[src/rtl/rxbuf_pkg.sv]
package rxbuf_pkg;

  typedef enum logic [1:0] {
    MODE_EXACT = 2'b00,
    MODE_MASK0 = 2'b01,
    MODE_MASK1 = 2'b10,
    MODE_ANY   = 2'b11
  } filterMode_e;

  // Strobes from control into the status datapath
  typedef struct packed {
    logic storeEn;
    logic isRemote;
  } rxStrobe_t;

endpackage

[src/rtl/rxbuf_match.sv]
module rxbuf_match #(
  parameter int NBUF  = 8,
  parameter int ID_W  = 11,
  parameter int IDX_W = (NBUF > 1) ? $clog2(NBUF) : 1
) (
  input  logic [ID_W-1:0]      frameId,
  input  logic [NBUF*ID_W-1:0] bufId,
  input  logic [NBUF*2-1:0]    bufMode,
  input  logic [ID_W-1:0]      sharedMask0,
  input  logic [ID_W-1:0]      sharedMask1,
  input  logic [NBUF-1:0]      rxDone,
  output logic                 anyHit,
  output logic [IDX_W-1:0]     winIdx
);
  import rxbuf_pkg::*;

  logic [NBUF-1:0] hitVec;
  logic [NBUF-1:0] prefVec;

  for (genvar i = 0; i < NBUF; i++) begin : g_cmp
    filterMode_e     mode;
    logic [ID_W-1:0] ignoreBits;
    logic [ID_W-1:0] diffBits;

    assign mode     = filterMode_e'(bufMode[2*i +: 2]);
    assign diffBits = frameId ^ bufId[i*ID_W +: ID_W];

    always_comb begin
      unique case (mode)
        MODE_EXACT: ignoreBits = '0;
        MODE_MASK0: ignoreBits = sharedMask0;
        MODE_MASK1: ignoreBits = sharedMask1;
        default:    ignoreBits = '1;
      endcase
    end

    assign hitVec[i]  = ((diffBits & ~ignoreBits) == '0);
    assign prefVec[i] = hitVec[i] && (!rxDone[i] || mode == MODE_EXACT);
  end

  logic [IDX_W-1:0] prefIdx;
  logic [IDX_W-1:0] hitIdx;

  always_comb begin
    prefIdx = '0;
    hitIdx  = '0;
    for (int i = NBUF - 1; i >= 0; i--) begin
      if (prefVec[i]) prefIdx = IDX_W'(i);
      if (hitVec[i])  hitIdx  = IDX_W'(i);
    end
  end

  assign anyHit = |hitVec;
  assign winIdx = (|prefVec) ? prefIdx : hitIdx;

endmodule

[src/rtl/rxbuf_ctrl.sv]
module rxbuf_ctrl #(
  parameter int NBUF  = 8,
  parameter int IDX_W = (NBUF > 1) ? $clog2(NBUF) : 1
) (
  input  logic                 clk,
  input  logic                 rstN,
  input  logic                 frameDone,
  input  logic                 frameRemote,
  input  logic                 anyHit,
  input  logic [IDX_W-1:0]     winIdx,
  output rxbuf_pkg::rxStrobe_t strobe,
  output logic [NBUF-1:0]      winSel,
  output logic                 storeValid,
  output logic [IDX_W-1:0]     storeIdx
);

  assign strobe.storeEn  = frameDone && anyHit;
  assign strobe.isRemote = frameRemote;

  for (genvar i = 0; i < NBUF; i++) begin : g_sel
    assign winSel[i] = strobe.storeEn && (winIdx == IDX_W'(i));
  end

  always_ff @(posedge clk) begin
    if (!rstN) begin
      storeValid <= 1'b0;
      storeIdx   <= '0;
    end else begin
      storeValid <= strobe.storeEn;
      if (strobe.storeEn) storeIdx <= winIdx;
    end
  end


  store_pulse_chk: assert property (@(posedge clk) disable iff (!rstN)
    frameDone && anyHit |=> storeValid && storeIdx == $past(winIdx));


  no_hit_chk: assert property (@(posedge clk) disable iff (!rstN)
    !(frameDone && anyHit) |=> !storeValid);

endmodule

[src/rtl/rxbuf_status.sv]
module rxbuf_status #(
  parameter int NBUF = 8
) (
  input  logic                 clk,
  input  logic                 rstN,
  input  rxbuf_pkg::rxStrobe_t strobe,
  input  logic [NBUF-1:0]      winSel,
  input  logic [NBUF-1:0]      txRemote,
  input  logic [NBUF-1:0]      txBusy,
  input  logic [NBUF-1:0]      txReqSet,
  input  logic [NBUF-1:0]      txReqClr,
  input  logic [NBUF-1:0]      rcClear,
  input  logic [NBUF-1:0]      ovrClear,
  output logic [NBUF-1:0]      rxDone,
  output logic [NBUF-1:0]      rxOvr,
  output logic [NBUF-1:0]      rmtReq,
  output logic [NBUF-1:0]      txReq
);

  logic [NBUF-1:0] cancelVec;

  // Data frames cancel any idle request; remote frames only remote requests
  assign cancelVec = winSel & ~txBusy & (strobe.isRemote ? txRemote : {NBUF{1'b1}});

  always_ff @(posedge clk) begin
    if (!rstN) begin
      rxDone <= '0;
      rxOvr  <= '0;
      rmtReq <= '0;
      txReq  <= '0;
    end else begin
      rxDone <= (rxDone & ~rcClear) | winSel;
      rxOvr  <= (rxOvr & ~ovrClear) | (winSel & rxDone);
      rmtReq <= strobe.isRemote ? (rmtReq | winSel) : (rmtReq & ~winSel);
      txReq  <= (txReq & ~cancelVec & ~txReqClr) | txReqSet;
    end
  end

  for (genvar i = 0; i < NBUF; i++) begin : g_chk

    done_set_chk: assert property (@(posedge clk) disable iff (!rstN)
      winSel[i] |=> rxDone[i]);


    overrun_chk: assert property (@(posedge clk) disable iff (!rstN)
      winSel[i] && rxDone[i] |=> rxOvr[i]);


    data_rmt_clr_chk: assert property (@(posedge clk) disable iff (!rstN)
      winSel[i] && !strobe.isRemote |=> !rmtReq[i]);


    remote_rmt_set_chk: assert property (@(posedge clk) disable iff (!rstN)
      winSel[i] && strobe.isRemote |=> rmtReq[i]);


    remote_keep_data_req_chk: assert property (@(posedge clk) disable iff (!rstN)
      winSel[i] && strobe.isRemote && !txRemote[i] && txReq[i] && !txReqClr[i]
      |=> txReq[i]);


    busy_keep_req_chk: assert property (@(posedge clk) disable iff (!rstN)
      winSel[i] && txBusy[i] && txReq[i] && !txReqClr[i] |=> txReq[i]);


    idle_done_stable_chk: assert property (@(posedge clk) disable iff (!rstN)
      !winSel[i] && !rcClear[i] |=> $stable(rxDone[i]));
  end

endmodule

[src/rtl/rxbuf_select.sv]
module rxbuf_select #(
  parameter int NBUF  = 8,
  parameter int ID_W  = 11,
  parameter int IDX_W = (NBUF > 1) ? $clog2(NBUF) : 1
) (
  input  logic                 clk,
  input  logic                 rstN,
  input  logic                 frameDone,
  input  logic [ID_W-1:0]      frameId,
  input  logic                 frameRemote,
  input  logic [NBUF*ID_W-1:0] bufId,
  input  logic [NBUF*2-1:0]    bufMode,
  input  logic [ID_W-1:0]      sharedMask0,
  input  logic [ID_W-1:0]      sharedMask1,
  input  logic [NBUF-1:0]      txRemote,
  input  logic [NBUF-1:0]      txBusy,
  input  logic [NBUF-1:0]      txReqSet,
  input  logic [NBUF-1:0]      txReqClr,
  input  logic [NBUF-1:0]      rcClear,
  input  logic [NBUF-1:0]      ovrClear,
  output logic                 storeValid,
  output logic [IDX_W-1:0]     storeIdx,
  output logic [NBUF-1:0]      rxDone,
  output logic [NBUF-1:0]      rxOvr,
  output logic [NBUF-1:0]      rmtReq,
  output logic [NBUF-1:0]      txReq
);

  rxbuf_pkg::rxStrobe_t strobe;
  logic                 anyHit;
  logic [IDX_W-1:0]     winIdx;
  logic [NBUF-1:0]      winSel;

  rxbuf_match #(.NBUF(NBUF), .ID_W(ID_W), .IDX_W(IDX_W)) u_match (
    .frameId(frameId), .bufId(bufId), .bufMode(bufMode),
    .sharedMask0(sharedMask0), .sharedMask1(sharedMask1),
    .rxDone(rxDone), .anyHit(anyHit), .winIdx(winIdx)
  );

  rxbuf_ctrl #(.NBUF(NBUF), .IDX_W(IDX_W)) u_ctrl (
    .clk(clk), .rstN(rstN), .frameDone(frameDone), .frameRemote(frameRemote),
    .anyHit(anyHit), .winIdx(winIdx), .strobe(strobe), .winSel(winSel),
    .storeValid(storeValid), .storeIdx(storeIdx)
  );

  rxbuf_status #(.NBUF(NBUF)) u_status (
    .clk(clk), .rstN(rstN), .strobe(strobe), .winSel(winSel),
    .txRemote(txRemote), .txBusy(txBusy), .txReqSet(txReqSet),
    .txReqClr(txReqClr), .rcClear(rcClear), .ovrClear(ovrClear),
    .rxDone(rxDone), .rxOvr(rxOvr), .rmtReq(rmtReq), .txReq(txReq)
  );

endmodule

[config.mk]
export PLATFORM = sky130hd
export DESIGN_NAME = rxbuf_select
export DESIGN_NICKNAME = d
export VERILOG_FILES = /design/src/rtl/rxbuf_pkg.sv /design/src/rtl/rxbuf_match.sv /design/src/rtl/rxbuf_ctrl.sv /design/src/rtl/rxbuf_status.sv /design/src/rtl/rxbuf_select.sv
export SDC_FILE = /design/constraint.sdc
export NUM_CORES = 1
export LEC_CHECK = 0
export BUFFER_PORTS_ARGS = -buffer_cell sky130_fd_sc_hd__buf_2
export CAP_MARGIN = 20
export CORE_MARGIN = 2
export CORE_UTILIZATION = 46
export DETAILED_ROUTE_END_ITERATION = 10
export PLACE_DENSITY = 0.94
export REMOVE_ABC_BUFFERS = 1
export SLEW_MARGIN = 30
export SYNTH_ARGS = -nofsm -noshare
export SYNTH_HDL_FRONTEND = slang
export SYNTH_SLANG_ARGS = --single-unit
export TNS_END_PERCENT = 5
[constraint.sdc]
create_clock -name clk -period 3.4 [get_ports clk]
set_input_delay 0.51 -clock clk [delete_from_list [all_inputs] [get_ports clk]]
set_output_delay 0.51 -clock clk [all_outputs]
set_load 0.01 [all_outputs]
## After elaboration in Yosys (flattened, before gate mapping)

Cells that the tools add are included.

| word-level totals | value |
|---|---|
| word-level logic and storage cells | 150 |
| input bits | 189 |
| RAM bits | 0 |
| memories | 0 |
| ROM bits | 0 |
| latch bits | 0 |
| register bits | 36 |
| output and inout port bits | 36 |

| cells by class | value |
|---|---|
| magnitude comparators | 0 |
| add/sub/neg operators | 0 |
| div/mod/pow operators | 0 |
| eq/ne operators | 23 |
| shift-type cells | 0 |
| $mul | 0 |
| reduce and logical (&&, ||, !) cells | 52 |
| bitwise logic cells | 42 |
| multiplexer cells | 27 |

Operators with widths:

| operator | count |
|---|---|
| case mux 11 bit (3 select lines) | 8 |
| bitwise AND 11 bit | 8 |
| logical NOT 11 bit | 8 |
| NOT 11 bit | 8 |
| bitwise XOR 11 bit | 8 |
| bitwise AND 8 bit | 8 |
| two-way mux 3 bit | 17 |
| NOT 8 bit | 6 |
| OR 8 bit | 4 |
| logical AND 1 bit | 17 |
| equality test 2 x 1 -> 1 bit (second input constant) | 8 |
| equality test 2 bit (second input constant) | 8 |
| logical NOT 2 bit | 8 |
| two-way mux 8 bit | 2 |
| OR reduction 8 bit | 2 |
| equality test 3 bit (second input constant) | 4 |
| logical NOT 1 bit | 8 |
| logical OR 1 bit | 8 |
| equality test 3 x 2 -> 1 bit (second input constant) | 2 |
| equality test 3 x 1 -> 1 bit (second input constant) | 1 |
| logical NOT 3 bit | 1 |

## Longest topological paths before layout

| depth | value |
|---|---|
| word-level depth | 23 |
| mapped depth | 11 |
| mapped depth without buffers | 10 |

## By module

From an unflattened synthesis, not the netlist that was laid out.

| second synthesis, totals | value |
|---|---|
| cell total of the unflattened synthesis | 502 |
| area, all modules | 4106.4 um^2 |

By module, submodules not included:

| module | times used | area an instance (um^2) | cells each | sequential area each (um^2) |
|---|---|---|---|---|
| rxbuf_match | 1 | 2581.2 | 340 | 0.0 |
| rxbuf_status | 1 | 1316.3 | 133 | 640.6 |
| rxbuf_ctrl | 1 | 209.0 | 29 | 80.1 |

## Least setup slack after synthesis

No wires, ideal clock.

| timing path | value |
|---|---|
| kind | input to register |
| start point | input port frameId[5] |
| end point | register u_status.txReq[6] |
| setup time | 0.119 ns |
| stages on the path | 11 |
| path buffers | 1 |
| path slack | 0.226 ns |
| arrival | 3.055 ns |
| data required time | 3.281 ns |
| path through | buf_2 > xnor2_1 > a221oi_1 > or4_1 > or3_4 > a311oi_1 > nor3_1 > or2_1 > a32o_2 > nand3b_4 > o221a_1 |

| between the ends | value |
|---|---|
| longest elaborated chain between the ends | 21 |
| elaborated cells between the ends (all ways) | 60 |
| classes of those cells | 1 x eq/ne; 17 x mux; 22 x bitwise; 20 x reduce/logical |

RTL lines:

| element | RTL line | RTL |
|---|---|---|
| start, declared | rxbuf_select.sv:9 | `input logic [ID_W-1:0] frameId,` |
| bitwise XOR 11 bit | rxbuf_match.sv:26 | `assign diffBits = frameId ^ bufId[i*ID_W +: ID_W];` |
| bitwise AND 11 bit | rxbuf_match.sv:37 | `assign hitVec[i] = ((diffBits & ~ignoreBits) == '0);` |
| logical NOT 11 bit | rxbuf_match.sv:37 |  |
| logical AND 1 bit | rxbuf_match.sv:38 | `assign prefVec[i] = hitVec[i] && (!rxDone[i] \|\| mode == MODE_EXACT);` |
| two-way mux 3 bit (8 in series) | rxbuf_match.sv:48 | `if (prefVec[i]) prefIdx = IDX_W'(i);` |
| two-way mux 3 bit | rxbuf_match.sv:54 | `assign winIdx = (\|prefVec) ? prefIdx : hitIdx;` |
| equality test 3 bit | rxbuf_ctrl.sv:21 | `assign winSel[i] = strobe.storeEn && (winIdx == IDX_W'(i));` |
| logical AND 1 bit (*) | rxbuf_ctrl.sv:21 |  |
| bitwise AND 8 bit (*) (2 in series) | rxbuf_status.sv:23 | `assign cancelVec = winSel & ~txBusy & (strobe.isRemote ? txRemote : {NBUF{1'b1}});` |
| NOT 8 bit (*) | rxbuf_status.sv:35 | `txReq <= (txReq & ~cancelVec & ~txReqClr) \| txReqSet;` |
| bitwise AND 8 bit (*) (2 in series) | rxbuf_status.sv:35 |  |
| OR 8 bit (*) | rxbuf_status.sv:35 |  |
| end signal, assigned | rxbuf_status.sv:35 |  |
| end, declared | rxbuf_status.sv:17 | `output logic [NBUF-1:0] txReq` |

Mark *: on every way between the ends. The rest lies on a longest branch, timed or not.
A chain may end at the register's enable or synchronous reset.

## Worst setup path in the final report

| timing path | value |
|---|---|
| start point | input port bufMode[13] |
| end point | register u_status.rxOvr[6] |

| between the ends | value |
|---|---|
| longest elaborated chain between the ends | 18 |
| elaborated cells between the ends (all ways) | 31 |
| classes of those cells | 3 x eq/ne; 16 x mux; 4 x bitwise; 8 x reduce/logical |

RTL lines:

| element | RTL line | RTL |
|---|---|---|
| start, declared | rxbuf_select.sv:12 | `input logic [NBUF*2-1:0] bufMode,` |
| equality test 2 bit, or another cell as far along | rxbuf_match.sv:29 | `unique case (mode)` |
| case mux 11 bit (3 select lines) | rxbuf_match.sv:29 |  |
| NOT 11 bit | rxbuf_match.sv:37 |  |
| bitwise AND 11 bit | rxbuf_match.sv:37 |  |
| logical NOT 11 bit | rxbuf_match.sv:37 |  |
| logical AND 1 bit | rxbuf_match.sv:38 |  |
| two-way mux 3 bit (7 in series) | rxbuf_match.sv:48 |  |
| two-way mux 3 bit | rxbuf_match.sv:54 |  |
| equality test 3 bit | rxbuf_ctrl.sv:21 |  |
| logical AND 1 bit (*) | rxbuf_ctrl.sv:21 |  |
| bitwise AND 8 bit (*) | rxbuf_status.sv:33 | `rxOvr <= (rxOvr & ~ovrClear) \| (winSel & rxDone);` |
| OR 8 bit (*) | rxbuf_status.sv:33 |  |
| end signal, assigned | rxbuf_status.sv:33 |  |
| end, declared | rxbuf_status.sv:15 | `output logic [NBUF-1:0] rxOvr,` |

Marks and branches as above.

==> flow_metrics.tcl <==
set metrics [dict create \
    placed_area_sq_mm 0.00551 \
    syn_to_final_growth_pct 37.7 \
    min_period_ps 3300 \
    drt_pass1_iterations 11 \
    power_w 0.00156 \
    cts_root_buffer "clkbuf_8" \
    ys_seq_area_share_pct 17.4 \
    syn_inst 496 \
    initial_utilization_pct 47.5 \
    io_buffers 224 \
    gp_congestion 1.11 \
    peakVddDrop_mv 0.180 \
    die_h_um 98.9 \
    drive_gt1_share_pct 43.5 \
    cts_made_buffers 5 \
    die_area_sq_mm 0.00977 \
    violations "design-rule violations" \
    end_kind "flop" \
    vias 5363 \
    setup_viol 0 \
    path_class "in -> reg" \
    ys_seq_elements 36 \
    synth-edff-count 0 \
    hold_viol 0 \
    yosys.area.top_type "xnor2_1" \
    rows 34 \
    min_path_type "in -> reg" \
    clkTransAtPathRegs_ps 70 \
    dp_hpwl_um 13300 \
    cts_tree "yes" \
    wire_per_inst_um 19.5 \
    skew_ps 7.40 \
    grtUsageTotal_pct 31.1 \
    yosysUniqueCellTypes 58 \
    maxCapViolations 0 \
    routed_wl_um 16300 \
    max_slew_margin_pct 51.8 \
    grt_max_degree 47 \
    finalNetCount 916 \
    synthArstFlopShare_pct 0 \
    synth_top_area_share_pct 18.6 \
    synth.avg_cell_area_sq_um 8.34 \
    postRouteAntennaNets 0 \
    post-route-period-util_pct 97.0 \
    crit_family "simple AND/OR/NAND/NOR gates" \
    ys_dominant_reg_cell "dfxtp_1" \
    crit_top_cell "buf_4" \
    dp_slack_ps -234 \
    power.density_mw_per_mm2 275 \
    sequential_cell_area_sq_um 721 \
    filler_cell_count 692 \
    critPathMaxStageDelay_ps 600 \
    path_max_fanout 10 \
    grt_pass1_wl_um 24900 \
    ctsLongestPathBuffers 2 \
    worst_pin_slew_ps 722 \
    fp.coreArea_sq_mm 0.00872 \
    clk_latency_ps 280 \
    multi_input_area_sq_mm 0.00314 \
    die_x_um 98.9 \
    rsz0062_at_grt "yes" \
    synthTopCellsByArea "xnor2_1 (19%), a221oi_1 (18%), dfxtp_1 (17%)" \
    drc 30 \
    ctsHoldBuffers 0 \
    drt_first_iter_violations 504 \
    ios 225 \
    yosysWarnings 0 \
    crit_chain "buf_2 -> and2b_1 -> buf_4 -> a221oi_1 -> or4_1 -> or3_4 -> o2bb2ai_2 -> o21ai_1 -> a31o_1 -> a32o_2 -> nand3b_4 -> buf_4 -> o21ai_0" \
    fmax_mhz 303 \
    status "complete, but fails checks" \
    vias_per_cell 6.42 \
    start_kind "primary input" \
    slowest_stage "or4_1" \
    cp.required_ps 3600 \
    design_area_sq_mm 0.00570 \
    holdWs_ps 430 \
    synth_area_sq_mm 0.00414 \
    grt_overflow 0 \
    grt_pass1_vias 5195 \
    antenna_cells 0 \
    h-tree-depth 2 \
    slew_viol_final 0 \
    antenna_found_initial 0 \
    p_leak_nw 2.45 \
    clock-sinks 36 \
    arrival_ps 3500 \
    path_buf_inv 3 \
    worst_slack_ps 101 \
    fin_tns_setup_ps 0 \
]
[per-stage QoR]
stage	instances	utilization (%)
2_1_floorplan	442	-
3_3_place_gp	825	63.2
3_5_place_dp	825	63.2
4_1_cts	833	64.5
5_1_grt	836	65.4
6_report	836	65.4
[repair_timing]
action,4_1_cts,5_1_grt
setup buffers,0,3
resized for setup,0,10
setup endpoints to repair,0,25
endpoints found under the hold margin,0,0
[final timing paths]
| kind | startpoint | slack [ps] | end | cells after the start |
|---|---|---|---|---|
| worst max-delay path | bufMode[13] | 100 | u_status.rxOvr[6] | 13 |
| worst min-delay path | txReqClr[2] | 430 | u_status.txReq[2] | 2 |
| worst max register to register | u_status.rxDone[4] | 1110 | u_status.txReq[5] | 7 |
| worst min register to register | flop | 470 | flop | 2 |
[routing by layer]
layer / vias to the layer above / track usage [%] / wire length [um]
li1: 2359 / - / -
met3: 124 / 4.96 / 1710
met2: 486 / 59.0 / 8000
met5: - / 0 / 0
met1: 2394 / 33.5 / 5670
met4: 0 / 14.1 / 904
[layout by cell type, fill, tap and decap left out, types with 2 or more instances in the layout]
cell        n
buf_2     224
xnor2_1    87
a221oi_1   86
buf_4      53
dfxtp_1    36
nand2_1    27
nor2b_1    22
nor2_1     22
or4_1      14
inv_1      14
o21ai_0    13
mux2i_1     9
or3_1       8
nor3_1      8
a22oi_1     7
o31ai_4     5
a21boi_0    5
clkbuf_8    5
a22o_1      4
a31o_1      4
o221a_1     4
nand3b_1    4
and3b_1     4
nand2b_1    4
o21a_1      4
o31ai_2     3
and2_1      3
a211oi_1    3
a21oi_1     3
or4_4       2
and2b_1     2
a221oi_2    2
and2b_2     2
or2_1       2
nor2b_4     2
nand2_2     2
[power breakdown]
group / switching [W] / internal, W / total, W
combinational: 0.000393 / 0.000355 / 0.000748
sequential: 0.0000111 / 0.000440 / 0.000451
clock: 0.000148 / 0.000218 / 0.000365
[area by class of cell]
cell class	instances	area share [%]
Clock buffer	6	1.27
Clock inverter	2	0.615
Inverter	14	0.922
Multi-Input combinational cell	392	55.2
Sequential cell	36	12.6
Tap cell	108	2.37
Timing Repair Buffer	278	27.0
[cell usage after synthesis, types with 2 or more instances]
library cell	number
a22o_1	4
nand2_1	27
a21oi_1	3
a22oi_1	7
buf_4	10
clkbuf_2	9
nand2_2	2
nor2b_1	22
and3b_1	4
a221oi_2	2
a21boi_0	5
xnor2_1	88
a211oi_1	3
and2_1	3
nor2_1	22
inv_1	14
a221oi_1	86
or4_1	16
o31ai_4	4
and2b_1	4
nand2b_1	4
a31o_1	4
or2_1	2
dfxtp_1	36
or3_1	8
clkbuf_1	15
buf_2	20
o221a_1	4
nor3_1	8
a311oi_1	2
o21a_1	4
o31ai_1	2
o21ai_0	13
mux2i_1	9
o31ai_2	3
nor2b_2	2
nand3b_1	4
[kinds of logic after synthesis]
kind of cell    Yosys count  share of synthesized area, %
buf+inv                  68                          7.95
xor+xnor                 88                          18.6
compound gates          159                          34.5
simple gates            136                          19.4
mux                       9                          2.18
flops                    36                          17.4
[worst register-to-register path, stage by stage (launching register included)]
cell	delay [ps]
dfxtp_1	400
inv_1	110
a22o_1	230
nor4_2	490
a32o_2	450
buf_4	170
nand2_2	70
o221a_1	260
No activity file was read; power rests on OpenSTA's default activity.
